<file path="src/rtl/hbr_pkg.sv">
package hbr_pkg;

   // Mode the sequencer is heading to or has applied.
   typedef enum logic [2:0] {
      MD_OFF = 3'd0,
      MD_FWD = 3'd1,
      MD_REV = 3'd2,
      MD_BRK = 3'd3,
      MD_SR  = 3'd4
   } hb_mode_e;

   // Gate vector bit order: {hs_a, ls_a, hs_b, ls_b}
   localparam int GATE_W = 4;
   localparam logic [GATE_W-1:0] PAT_OFF = 4'b0000;
   localparam logic [GATE_W-1:0] PAT_FWD = 4'b1001;
   localparam logic [GATE_W-1:0] PAT_REV = 4'b0110;
   localparam logic [GATE_W-1:0] PAT_LOW = 4'b0101;

   function automatic logic [GATE_W-1:0] mode_gates(input hb_mode_e m);
      case (m)
         MD_FWD:         return PAT_FWD;
         MD_REV:         return PAT_REV;
         MD_BRK, MD_SR:  return PAT_LOW;
         default:        return PAT_OFF;
      endcase
   endfunction

   function automatic logic is_drive(input hb_mode_e m);
      return (m == MD_FWD) || (m == MD_REV);
   endfunction

endpackage

</file>
<file path="src/rtl/hbr_sync.sv">
module hbr_sync #(
   parameter int WIDTH  = 4,
   parameter int STAGES = 2
) (
   input  logic             clk,
   input  logic             rst_n,
   input  logic [WIDTH-1:0] d,
   output logic [WIDTH-1:0] q
);
   if (STAGES < 2) begin : g_bad_stages
      $error("hbr_sync: STAGES must be at least 2");
   end
   if (WIDTH < 1) begin : g_bad_width
      $error("hbr_sync: WIDTH must be at least 1");
   end

   logic [WIDTH-1:0] chain [STAGES];

   for (genvar i = 0; i < STAGES; i++) begin : g_stage
      if (i == 0) begin : g_first
         always_ff @(posedge clk or negedge rst_n) begin
            if (!rst_n) chain[i] <= '0;
            else        chain[i] <= d;
         end
      end else begin : g_next
         always_ff @(posedge clk or negedge rst_n) begin
            if (!rst_n) chain[i] <= '0;
            else        chain[i] <= chain[i-1];
         end
      end
   end

   assign q = chain[STAGES-1];
endmodule

</file>
<file path="src/rtl/hbr_decode.sv">
module hbr_decode
   import hbr_pkg::*;
(
   input  logic     pwr_en,
   input  logic     dir_a,
   input  logic     dir_b,
   output hb_mode_e target
);
   always_comb begin
      if (!pwr_en) begin
         target = MD_OFF;
      end else begin
         case ({dir_a, dir_b})
            2'b10:   target = MD_FWD;
            2'b01:   target = MD_REV;
            2'b11:   target = MD_BRK;
            default: target = MD_OFF;
         endcase
      end
   end
endmodule

</file>
<file path="src/rtl/hbr_seq.sv">
module hbr_seq
   import hbr_pkg::*;
#(
   parameter int DEAD_CYC   = 13,
   parameter int SR_TIMEOUT = 500,
   parameter bit SR_EN      = 1'b1
) (
   input  logic              clk,
   input  logic              rst_n,
   input  hb_mode_e          target,
   input  logic              zc,
   output logic [GATE_W-1:0] gates
);
   localparam int CMAX = (DEAD_CYC > SR_TIMEOUT) ? DEAD_CYC : SR_TIMEOUT;
   localparam int CW   = $clog2(CMAX + 1);
   localparam logic [CW-1:0] DEAD_LOAD = CW'(DEAD_CYC - 1);
   localparam logic [CW-1:0] SR_LOAD   = CW'(SR_TIMEOUT - 1);

   if (DEAD_CYC < 1) begin : g_bad_dead
      $error("hbr_seq: DEAD_CYC must be at least 1");
   end
   if (SR_TIMEOUT < 1) begin : g_bad_tmo
      $error("hbr_seq: SR_TIMEOUT must be at least 1");
   end

   typedef enum logic [1:0] {ST_RUN, ST_DEAD, ST_SR} st_e;

   st_e               st_q;
   logic [CW-1:0]     cnt_q;
   logic [GATE_W-1:0] gates_q;
   hb_mode_e          applied_q;
   hb_mode_e          goal_q;
   logic              sr_allowed;
   hb_mode_e          plan;

   // Variant choice: with rectification disabled the bridge goes straight to off.
   if (SR_EN) begin : g_sr_on
      assign sr_allowed = 1'b1;
   end else begin : g_sr_off
      assign sr_allowed = 1'b0;
   end

   // Mode to head for, given what is applied now and what is requested.
   always_comb begin
      if (sr_allowed && (target == MD_OFF) && is_drive(applied_q)) plan = MD_SR;
      else                                                         plan = target;
   end

   always_ff @(posedge clk or negedge rst_n) begin
      if (!rst_n) begin
         st_q      <= ST_RUN;
         cnt_q     <= '0;
         gates_q   <= PAT_OFF;
         applied_q <= MD_OFF;
         goal_q    <= MD_OFF;
      end else begin
         case (st_q)
            ST_RUN: begin
               if (target != applied_q) begin
                  goal_q  <= plan;
                  gates_q <= gates_q & mode_gates(plan);
                  cnt_q   <= DEAD_LOAD;
                  st_q    <= ST_DEAD;
               end
            end
            ST_DEAD: begin
               if (cnt_q != '0) begin
                  cnt_q <= cnt_q - 1'b1;
               end else if (plan != goal_q) begin
                  // Request moved while waiting: restart from the safe subset.
                  goal_q  <= plan;
                  gates_q <= gates_q & mode_gates(plan);
                  cnt_q   <= DEAD_LOAD;
               end else begin
                  gates_q   <= mode_gates(goal_q);
                  applied_q <= goal_q;
                  if (goal_q == MD_SR) begin
                     cnt_q <= SR_LOAD;
                     st_q  <= ST_SR;
                  end else begin
                     st_q  <= ST_RUN;
                  end
               end
            end
            ST_SR: begin
               if ((target != MD_OFF) || zc || (cnt_q == '0)) begin
                  // A new drive request takes priority over the flag.
                  goal_q  <= target;
                  gates_q <= gates_q & mode_gates(target);
                  cnt_q   <= DEAD_LOAD;
                  st_q    <= ST_DEAD;
               end else begin
                  cnt_q <= cnt_q - 1'b1;
               end
            end
            default: st_q <= ST_RUN;
         endcase
      end
   end

   assign gates = gates_q;
endmodule

</file>
<file path="src/rtl/hbridge_mode_ctrl.sv">
module hbridge_mode_ctrl
   import hbr_pkg::*;
#(
   parameter int SYNC_STAGES = 2,
   parameter int DEAD_CYC    = 13,
   parameter int SR_TIMEOUT  = 500,
   parameter bit SR_EN       = 1'b1
) (
   input  logic clk,
   input  logic rst_n,
   input  logic pwr_en,
   input  logic dir_a,
   input  logic dir_b,
   input  logic zero_cur,
   output logic hs_a,
   output logic ls_a,
   output logic hs_b,
   output logic ls_b,
   output logic leg_fault
);
   localparam int IN_W = 4;

   logic [IN_W-1:0]   raw_in;
   logic [IN_W-1:0]   syn_in;
   hb_mode_e          target;
   logic [GATE_W-1:0] gates;

   assign raw_in = {pwr_en, dir_a, dir_b, zero_cur};

   hbr_sync #(.WIDTH(IN_W), .STAGES(SYNC_STAGES)) u_sync (
      .clk   (clk),
      .rst_n (rst_n),
      .d     (raw_in),
      .q     (syn_in)
   );

   hbr_decode u_dec (
      .pwr_en (syn_in[3]),
      .dir_a  (syn_in[2]),
      .dir_b  (syn_in[1]),
      .target (target)
   );

   hbr_seq #(.DEAD_CYC(DEAD_CYC), .SR_TIMEOUT(SR_TIMEOUT), .SR_EN(SR_EN)) u_seq (
      .clk    (clk),
      .rst_n  (rst_n),
      .target (target),
      .zc     (syn_in[0]),
      .gates  (gates)
   );

   assign {hs_a, ls_a, hs_b, ls_b} = gates;
   assign leg_fault = (hs_a & ls_a) | (hs_b & ls_b);
endmodule

</file>
<file path="config.mk">
export PLATFORM = sky130hd
export DESIGN_NAME = hbridge_mode_ctrl
export DESIGN_NICKNAME = d
export VERILOG_FILES = /design/src/rtl/hbr_pkg.sv /design/src/rtl/hbr_sync.sv /design/src/rtl/hbr_decode.sv /design/src/rtl/hbr_seq.sv /design/src/rtl/hbridge_mode_ctrl.sv
export SDC_FILE = /design/constraint.sdc
export NUM_CORES = 1
export LEC_CHECK = 0
export ABC_AREA = 1
export BUFFER_PORTS_ARGS = -buffer_cell sky130_fd_sc_hd__buf_2
export CAP_MARGIN = 40
export CORE_MARGIN = 5
export CORE_UTILIZATION = 55
export CTS_CLUSTER_DIAMETER = 150
export DETAILED_ROUTE_END_ITERATION = 10
export PLACE_DENSITY = 0.73
export SLEW_MARGIN = 20
export SYNTH_ARGS = -nofsm -noshare
export SYNTH_HDL_FRONTEND = slang
export SYNTH_SLANG_ARGS = --single-unit
</file>
<file path="constraint.sdc">
create_clock -name clk -period 4.7 [get_ports clk]
set_clock_uncertainty 0.1 [all_clocks]
set_input_delay 0.705 -clock clk [delete_from_list [all_inputs] [get_ports clk]]
set_output_delay 0.705 -clock clk [all_outputs]
set_load 0.05 [all_outputs]
</file>
* Word level (Yosys, flattened, before mapping)
Index checks and enable logic that the tools add are counted.
Storage, ports and cells: register bits 29, logic and storage cells 96, output and inout bits 5
Operators by class: add/subtract/negate cells 1, reductions and logical operators 18, bitwise operators 8, multiplexer cells 35, equality and inequality tests 27
Operator list (number):
- $pmux 4 s3 | 4
- $mux 9 | 5
- $mux 4 | 11
- $pmux 9 s3 | 1
- $eq 3x2->1 const B | 7
- $mux 3 | 6
- $and 4x4->4 | 3
- $eq 3x1->1 const B | 4
- $pmux 2 s3 | 2
- $mux 2 | 5
- $eq 3x3->1 const B | 3
- $logic_not 9->1 | 1
- $pmux 3 s3 | 1
- $reduce_bool 9->1 | 1
- $sub 9x1->9 const B | 1
- $reduce_and 4->1 | 2
- $eq 2x2->1 const B | 3
- $ne 2x1->1 const B | 3
- $ne 3x3->1 | 2
- $reduce_and 3->1 | 2
- $reduce_bool 3->1 | 2
- $reduce_or 2->1 | 3
- $reduce_and 5->1 | 1
- $eq 2x1->1 const B | 2
- 9 further kinds | 14

* Longest topological paths before layout
Gate-level depths: netlist of the first run.
word-level depth 16, gate-level depth with buffers 13

* Cells and area by module
A second synthesis of the first run with hierarchy kept.
Second synthesis, totals: cells, all modules 252, area total of the unflattened synthesis 1873.0 µm²
By module, submodules not included:
- hbr_seq | cells each 231, area each 1605.3 µm², seq. area each 525.5 µm², times used 1
- hbr_sync | cells each 12, area each 230.2 µm², seq. area each 200.2 µm², times used 1
- hbr_decode | cells each 6, area each 26.3 µm², seq. area each 0.0 µm², times used 1
- hbridge_mode_ctrl | cells each 3, area each 11.3 µm², seq. area each 0.0 µm², times used 1

* Least setup slack after synthesis of the first run
No wires, ideal clock.
path kind reg2out, start register u_seq.gates_q[3] (netlist: u_seq.gates[3]), end output leg_fault, path slack 2.726 ns, arrival 1.169 ns, stages on the path, launching flop included 2, path through dfrtp_1 -> a22o_1
On the way: word-level cells in the longest chain between the ends 2
RTL lines:
- start: declaration | RTL line hbr_seq.sv:30 | logic [GATE_W-1:0] gates_q;
- start signal: assignment | RTL line hbr_seq.sv:61 | gates_q <= gates_q & mode_gates(plan);
- start signal: assignment | RTL line hbr_seq.sv:72 | gates_q <= gates_q & mode_gates(plan);
- start signal: assignment | RTL line hbr_seq.sv:75 | gates_q <= mode_gates(goal_q);
- $and 1x1->1 | RTL line hbridge_mode_ctrl.sv:53 | assign leg_fault = (hs_a & ls_a) | (hs_b & ls_b);
- $or 1x1->1 | RTL line hbridge_mode_ctrl.sv:53
- end: declaration | RTL line hbridge_mode_ctrl.sv:19 | output logic leg_fault
No other way between the ends.

* Worst setup path after layout of the first run
start register u_seq.cnt_q[0], end register u_seq.cnt_q[2]
On the way: word-level cells in the longest chain between the ends 4
RTL lines:
- start: declaration | RTL line hbr_seq.sv:29 | logic [CW-1:0] cnt_q;
- start signal: assignment | RTL line hbr_seq.sv:68 | cnt_q <= cnt_q - 1'b1;
- start signal: assignment | RTL line hbr_seq.sv:93 | cnt_q <= cnt_q - 1'b1;
- branches (longest 4 deep; another with $sub 9x1->9)
Parallel ways; which one is timed is not known. A chain may end at the register's enable or synchronous reset.

==> results.py, run 1 <==
metrics = {
    "detailed_routing": {
        "detail-route-antenna-nets": 0,
        "wl_per_cell_um": 12.8,
        "num_vias": 1473,
        "dr.first_iter.drc_count": 116,
        "drc": 0,
        "vias_per_cell": 5.10,
        "drt_wl_total_um": 3690,
        "firstDrtPassIters": 4,
    },
    "setup_path": {
        "worstPathArrival_ns": 2.27,
        "r2r-start": "u_seq.cnt_q[0]",
        "critical_path_class": "reg -> reg",
        "required_ns": 4.87,
        "start_kind": "flop",
        "worstSetupStartpoint": "u_seq.cnt_q[0]",
        "crit_end": "u_seq.cnt_q[2]",
        "reg2reg_setup_slack_ns": 2.60,
        "r2r-end": "u_seq.cnt_q[2]",
        "cp_max_fo": 11,
        "crit_path_end_kind": "flop",
        "r2r_cells": 10,
    },
    "sta": {
        "timing.final.ws_setup_ns": 2.60,
        "rsz0062_at_grt": "no",
        "hold_viol": 0,
        "final.setup.tns_ns": 0,
        "slew_headroom_pct": 58.8,
        "worst_pin_slew_ns": 0.617,
        "fin_crit_sh_pct": 44.6,
        "fmax_mhz": 477,
        "setup_viol": 0,
        "drv_slew": 0,
        "min_period_ns": 2.10,
    },
    "cts": {
        "cts.clk_slew.worst_paths_ns": 0.08,
        "cts_buffer_depth": 2,
        "cts_tree": "built",
        "cts.sinks": 29,
        "postCtsSetupBuffers": 0,
        "clock_latency_ns": 0.33,
        "numCtsBuffers": 5,
        "cts_htree_levels": 2,
        "postCtsHoldBufs": 0,
        "ctsResizeCount": 0,
        "cts_root_buf": "clkbuf_4",
    },
    "min_path": {
        "worstHoldStart": "u_sync.chain[7]",
        "hold_path_class": "reg -> reg",
    },
    "layout": {
        "area_growth_pct": 8.21,
        "n_antenna_cell": 0,
        "drive_gt1_share_pct": 12.7,
        "final_core_util_pct": 62.1,
        "fin_area_um2": 1900,
        "fin_nets": 257,
        "fillCellCount": 303,
    },
    "floorplanning": {
        "die_area_um2": 4410,
        "die_w_um": 66.4,
        "fp-row-count": 20,
        "die_y_um": 66.4,
        "start_util_pct": 57.4,
        "coreArea_um2": 3050,
        "pin_count": 11,
    },
    "synthesis": {
        "synth_top_area_share_pct": 41.4,
        "synth_common_cells": "nand2_1 (70), dfrtp_1 (29), inv_1 (25)",
        "synth_edf_count": 0,
        "yosys_warnings": 0,
        "synth_seq_area_share_pct": 41.4,
        "async_flop_share_pct": 100,
        "ys_types": 29,
        "synth_most_common_cell": "nand2_1",
        "yosys.area.top_type": "dfrtp_1",
        "yosys_register_bits": 29,
        "synth.avg_cell_area_um2": 7.62,
        "synth_area_um2": 1750,
        "syn_nets": 242,
        "synthFlopType": "dfrtp_1",
        "synthCells": 230,
        "synthTopCellsByArea": "dfrtp_1 (41%), nand2_1 (15%), nand3_1 (6.9%), inv_1 (5.4%), ha_1 (4.3%)",
    },
    "power": {
        "leakage_nw": 0.983,
        "p_per_area_nw_per_um2": 721,
        "ir_drop_mv": 0.397,
        "total_power_w": 0.00137,
    },
    "status": {
        "status": "completed",
    },
    "grt": {
        "grt_pass1_vias": 1358,
        "grt_use_total_pct": 19.9,
        "grt_pass1_wl_um": 6510,
        "grt_max_degree": 30,
        "antenna_found_initial": 0,
        "grt_overflow": 0,
    },
    "placement": {
        "port_buffers": 10,
        "place_area_um2": 1840,
        "dp_hpwl_um": 2730,
        "place_congestion": 0.893,
        "post-place-ws_ns": 2.62,
    },
    "job": {
        "drv_cap": 0,
    },
}
-- through the flow --
stage	hold WS (ns)	instances
finish	0.252	289
global route	0.275	289
CTS	0.255	289
detailed placement	0.237	282
global placement	0.233	282
floorplan	0.231	230
-- sequential cells by signal, indices dropped and copies added (netlist names) --
name and flops:
u_seq.cnt_q 9, u_seq.goal_q 3, u_seq.st_q 2, u_sync.q 4, u_seq.applied_q 3, u_seq.gates 4, u_sync.chain 4
-- worst max-delay path, stage by stage (launching register included) --
cell     delay [ns]
dfrtp_1        0.39
inv_1          0.08
ha_1           0.18
nand3_1        0.14
nor2_1         0.20
nand2_1        0.13
inv_1          0.18
nand3_4        0.17
o21ai_4        0.30
nand2_1        0.09
nand2_1        0.07
-- cells in the final DEF (no fill, tap or decap), types with 3 or more instances in the layout --
cell type / instances
nor2_1: 20
o21ai_0: 9
xor2_1: 8
nand3_1: 24
nand4_1: 4
nand2_1: 70
o21ai_1: 3
nand2_2: 6
ha_1: 6
a21oi_1: 4
buf_2: 10
inv_1: 25
dfrtp_1: 29
nor3_1: 3
clkbuf_4: 5
-- worst min path at each step --
stage / endpoint / depth (start not counted)
2_1_floorplan: u_sync.q[0] / 0
3_3_place_gp: u_sync.q[3] / 0
3_5_place_dp: u_sync.q[3] / 0
4_1_cts: u_sync.q[3] / 0
5_1_grt: u_sync.q[1] / 0
6_report: u_sync.q[3] / 0
-- layout make-up --
class	count	area (um^2)	area share (%)
Tap cell	44	55.1	2.90
Inverter	26	97.6	5.15
Timing Repair Buffer	10	50.0	2.64
Sequential cell	29	726	38.3
Clock buffer	7	55.1	2.90
Multi-Input combinational cell	173	912	48.1
-- cell families (layout without fill, tap and decap cells) --
kind of cell	Yosys count	in the layout	share of synthesized area, %
simple gates	134	134	34.4
xor+xnor	8	8	4.00
compound gates	25	25	9.43
flops	29	29	41.4
fa+ha+maj	6	6	4.29
buf+inv	28	43	6.50
-- metal layers --
| layer | vias up | track usage, % | part of all wire, % |
|---|---|---|---|
| met3 | 6 | 5.27 | 5.3 |
| li1 | 767 | - | - |
| met2 | 32 | 27.9 | 43 |
| met4 | 0 | 8.88 | 1.5 |
| met5 | - | 0 | 0 |
| met1 | 668 | 28.5 | 50 |
-- where the power goes --
group	internal [W]	switching (W)
sequential	0.000325	0.0000786
clock	0.0000704	0.0000791
combinational	0.000253	0.000560
No activity file was read; power rests on OpenSTA's default activity.
==> run 2: changes to the inputs <==
==> constraint.sdc (replaced) <==
create_clock -name clk -period 2.1 [get_ports clk]
set_clock_uncertainty 0.1 [all_clocks]
set_input_delay 0.315 -clock clk [delete_from_list [all_inputs] [get_ports clk]]
set_output_delay 0.315 -clock clk [all_outputs]
set_load 0.05 [all_outputs]
==> results.py, run 2 (same netlist as run 1, synthesis figures left out) <==
metrics = {
    "power": {
        "ir_drop_mv": 0.810,
        "total_power_w": 0.00348,
        "power.internal_w": 0.00177,
        "p_sw_share_pct": 49.0,
        "switching_power_w": 0.00170,
        "p_clk_share_pct": 16.4,
        "p_per_area_nw_per_um2": 1680,
        "seqPwrFrac_pct": 25.9,
        "comb_power_share_pct": 57.7,
        "leakage_nw": 1.07,
    },
    "detailed_routing": {
        "vias_per_cell": 5.15,
        "dr.first_iter.drc_count": 101,
        "wl_per_cell_um": 12.9,
        "drc": 0,
        "num_vias": 1566,
        "detail-route-antenna-nets": 0,
        "firstDrtPassIters": 4,
        "drt_wl_total_um": 3930,
    },
    "setup_path": {
        "cp_max_fo": 6,
        "crit_path_end_kind": "flop",
        "crit_family": "simple AND/OR/NAND/NOR gates",
        "cpPeakStageDelay_ns": 0.40,
        "crit_chain": "inv_1, ha_1, nand3_1, nor2_2, nand2_2, nand2_2, nand2_1, o21ai_0, nand2_1",
        "r2r_cells": 9,
        "worstPathArrival_ns": 2.02,
        "slowest_stage": "dfrtp_1",
        "required_ns": 2.22,
        "start_kind": "flop",
        "path_depth": 9,
        "critical_path_class": "reg -> reg",
        "path_buf_inv": 1,
    },
    "cts": {
        "clock_latency_ns": 0.33,
        "numCtsBuffers": 5,
        "cts.clk_slew.worst_paths_ns": 0.10,
        "cts_tree": "built",
        "cts.sinks": 29,
        "cts_htree_levels": 2,
        "cts_buffer_depth": 2,
        "cts_root_buf": "clkbuf_4",
    },
    "sta": {
        "min_period_ns": 1.91,
        "final.setup.tns_ns": 0,
        "worst_pin_slew_ns": 0.639,
        "slew_headroom_pct": 57.4,
        "fmax_mhz": 525,
        "hold_viol": 0,
        "rsz0062_at_grt": "no",
        "fin_crit_sh_pct": 90.8,
        "setup_viol": 0,
        "timing.final.ws_setup_ns": 0.193,
        "drv_slew": 0,
    },
    "placement": {
        "dp_hpwl_um": 2780,
        "post-place-ws_ns": 0.121,
        "place_congestion": 0.913,
        "place_area_um2": 1890,
        "port_buffers": 10,
    },
    "layout": {
        "fillCellCount": 267,
        "fin_nets": 271,
        "area_growth_pct": 18.1,
        "drive_gt1_share_pct": 17.7,
        "fin_area_um2": 2070,
        "final_core_util_pct": 67.8,
        "final_cell_mix": "nand2_1 (68), dfrtp_1 (29), inv_1 (24), nand3_1 (24), nor2_1 (19)",
        "largest_register_ffs": 9,
        "final_common_cell": "nand2_1",
        "n_antenna_cell": 0,
        "regMostFlops": "u_seq.cnt_q",
    },
    "min_path": {
        "hold_path_class": "reg -> reg",
        "whs_path_depth": 0,
    },
    "grt": {
        "met2_usage_pct": 31.4,
        "use_met1_pct": 27.1,
        "grt_use_total_pct": 20.4,
        "grt_max_degree": 30,
        "grt_pass1_wl_um": 6780,
        "grt_use_met3_pct": 5.44,
        "grt_overflow": 0,
        "antenna_found_initial": 0,
        "grt_pass1_vias": 1479,
        "top_usage_layer": "met2",
    },
    "floorplanning": {
        "coreArea_um2": 3050,
        "die_w_um": 66.4,
        "die_y_um": 66.4,
        "fp-row-count": 20,
        "pin_count": 11,
        "start_util_pct": 57.4,
        "die_area_um2": 4410,
    },
    "job": {
        "drv_cap": 0,
    },
    "status": {
        "status": "completed",
    },
}
## run 2: through the flow
stage,std cells,hold slack [ns]
final,304,0.255
after global routing,304,0.269
after CTS,301,0.257
after detailed placement,288,0.235
after global placement,288,0.233
after floorplan,230,-0.0806
## run 2: timing repair
| item | 4_1_cts | 5_1_grt |
|---|---|---|
| setup endpoints to repair | 0 | 21 |
| hold endpoints to repair | 33 | 0 |
| resized for setup | 0 | 4 |
| hold buffers | 5 | 0 |
| buffers inserted | 0 | 2 |
## run 2: layer usage
metal / part of all wire, % / wire [um]
met1: 46 / 1790
met3: 5.4 / 211
met2: 47 / 1850
met4: 2.0 / 79
met5: 0 / 0
## run 2: worst paths after layout
kind                                 startpoint         endpoint  slack, ns
worst max-delay path             u_seq.cnt_q[0]   u_seq.gates[2]       0.19
worst min-delay path            u_sync.chain[6]      u_sync.q[2]       0.26
worst max register to register   u_seq.cnt_q[0]   u_seq.gates[2]       0.19
worst min register to register  u_sync.chain[6]      u_sync.q[2]       0.26
max in group asynchronous                 rst_n   u_seq.cnt_q[2]       1.02
min in group asynchronous                 rst_n  u_sync.chain[6]       0.47
## run 2: final cells by class
cell class | count | area, um^2 | area share (%)
inverters | 26 | 97.6 | 4.72
flip-flops and latches | 29 | 726 | 35.1
well taps | 44 | 55.1 | 2.66
clock buffers | 5 | 37.5 | 1.81
repair buffers | 23 | 160 | 7.74
multi-input cells | 174 | 928 | 44.9
clock inverters | 3 | 65.1 | 3.14
## run 2: power groups by stage
stage / registers (W) / logic, W / clock network, W
finish: 0.000902 / 0.00200 / 0.000570
global route: 0.000925 / 0.00225 / 0.000606
CTS: 0.000891 / 0.00191 / 0.000585
detailed placement: 0.000901 / 0.00188 / 0
global placement: 0.000902 / 0.00187 / 0
floorplan: 0.000978 / 0.00134 / 0
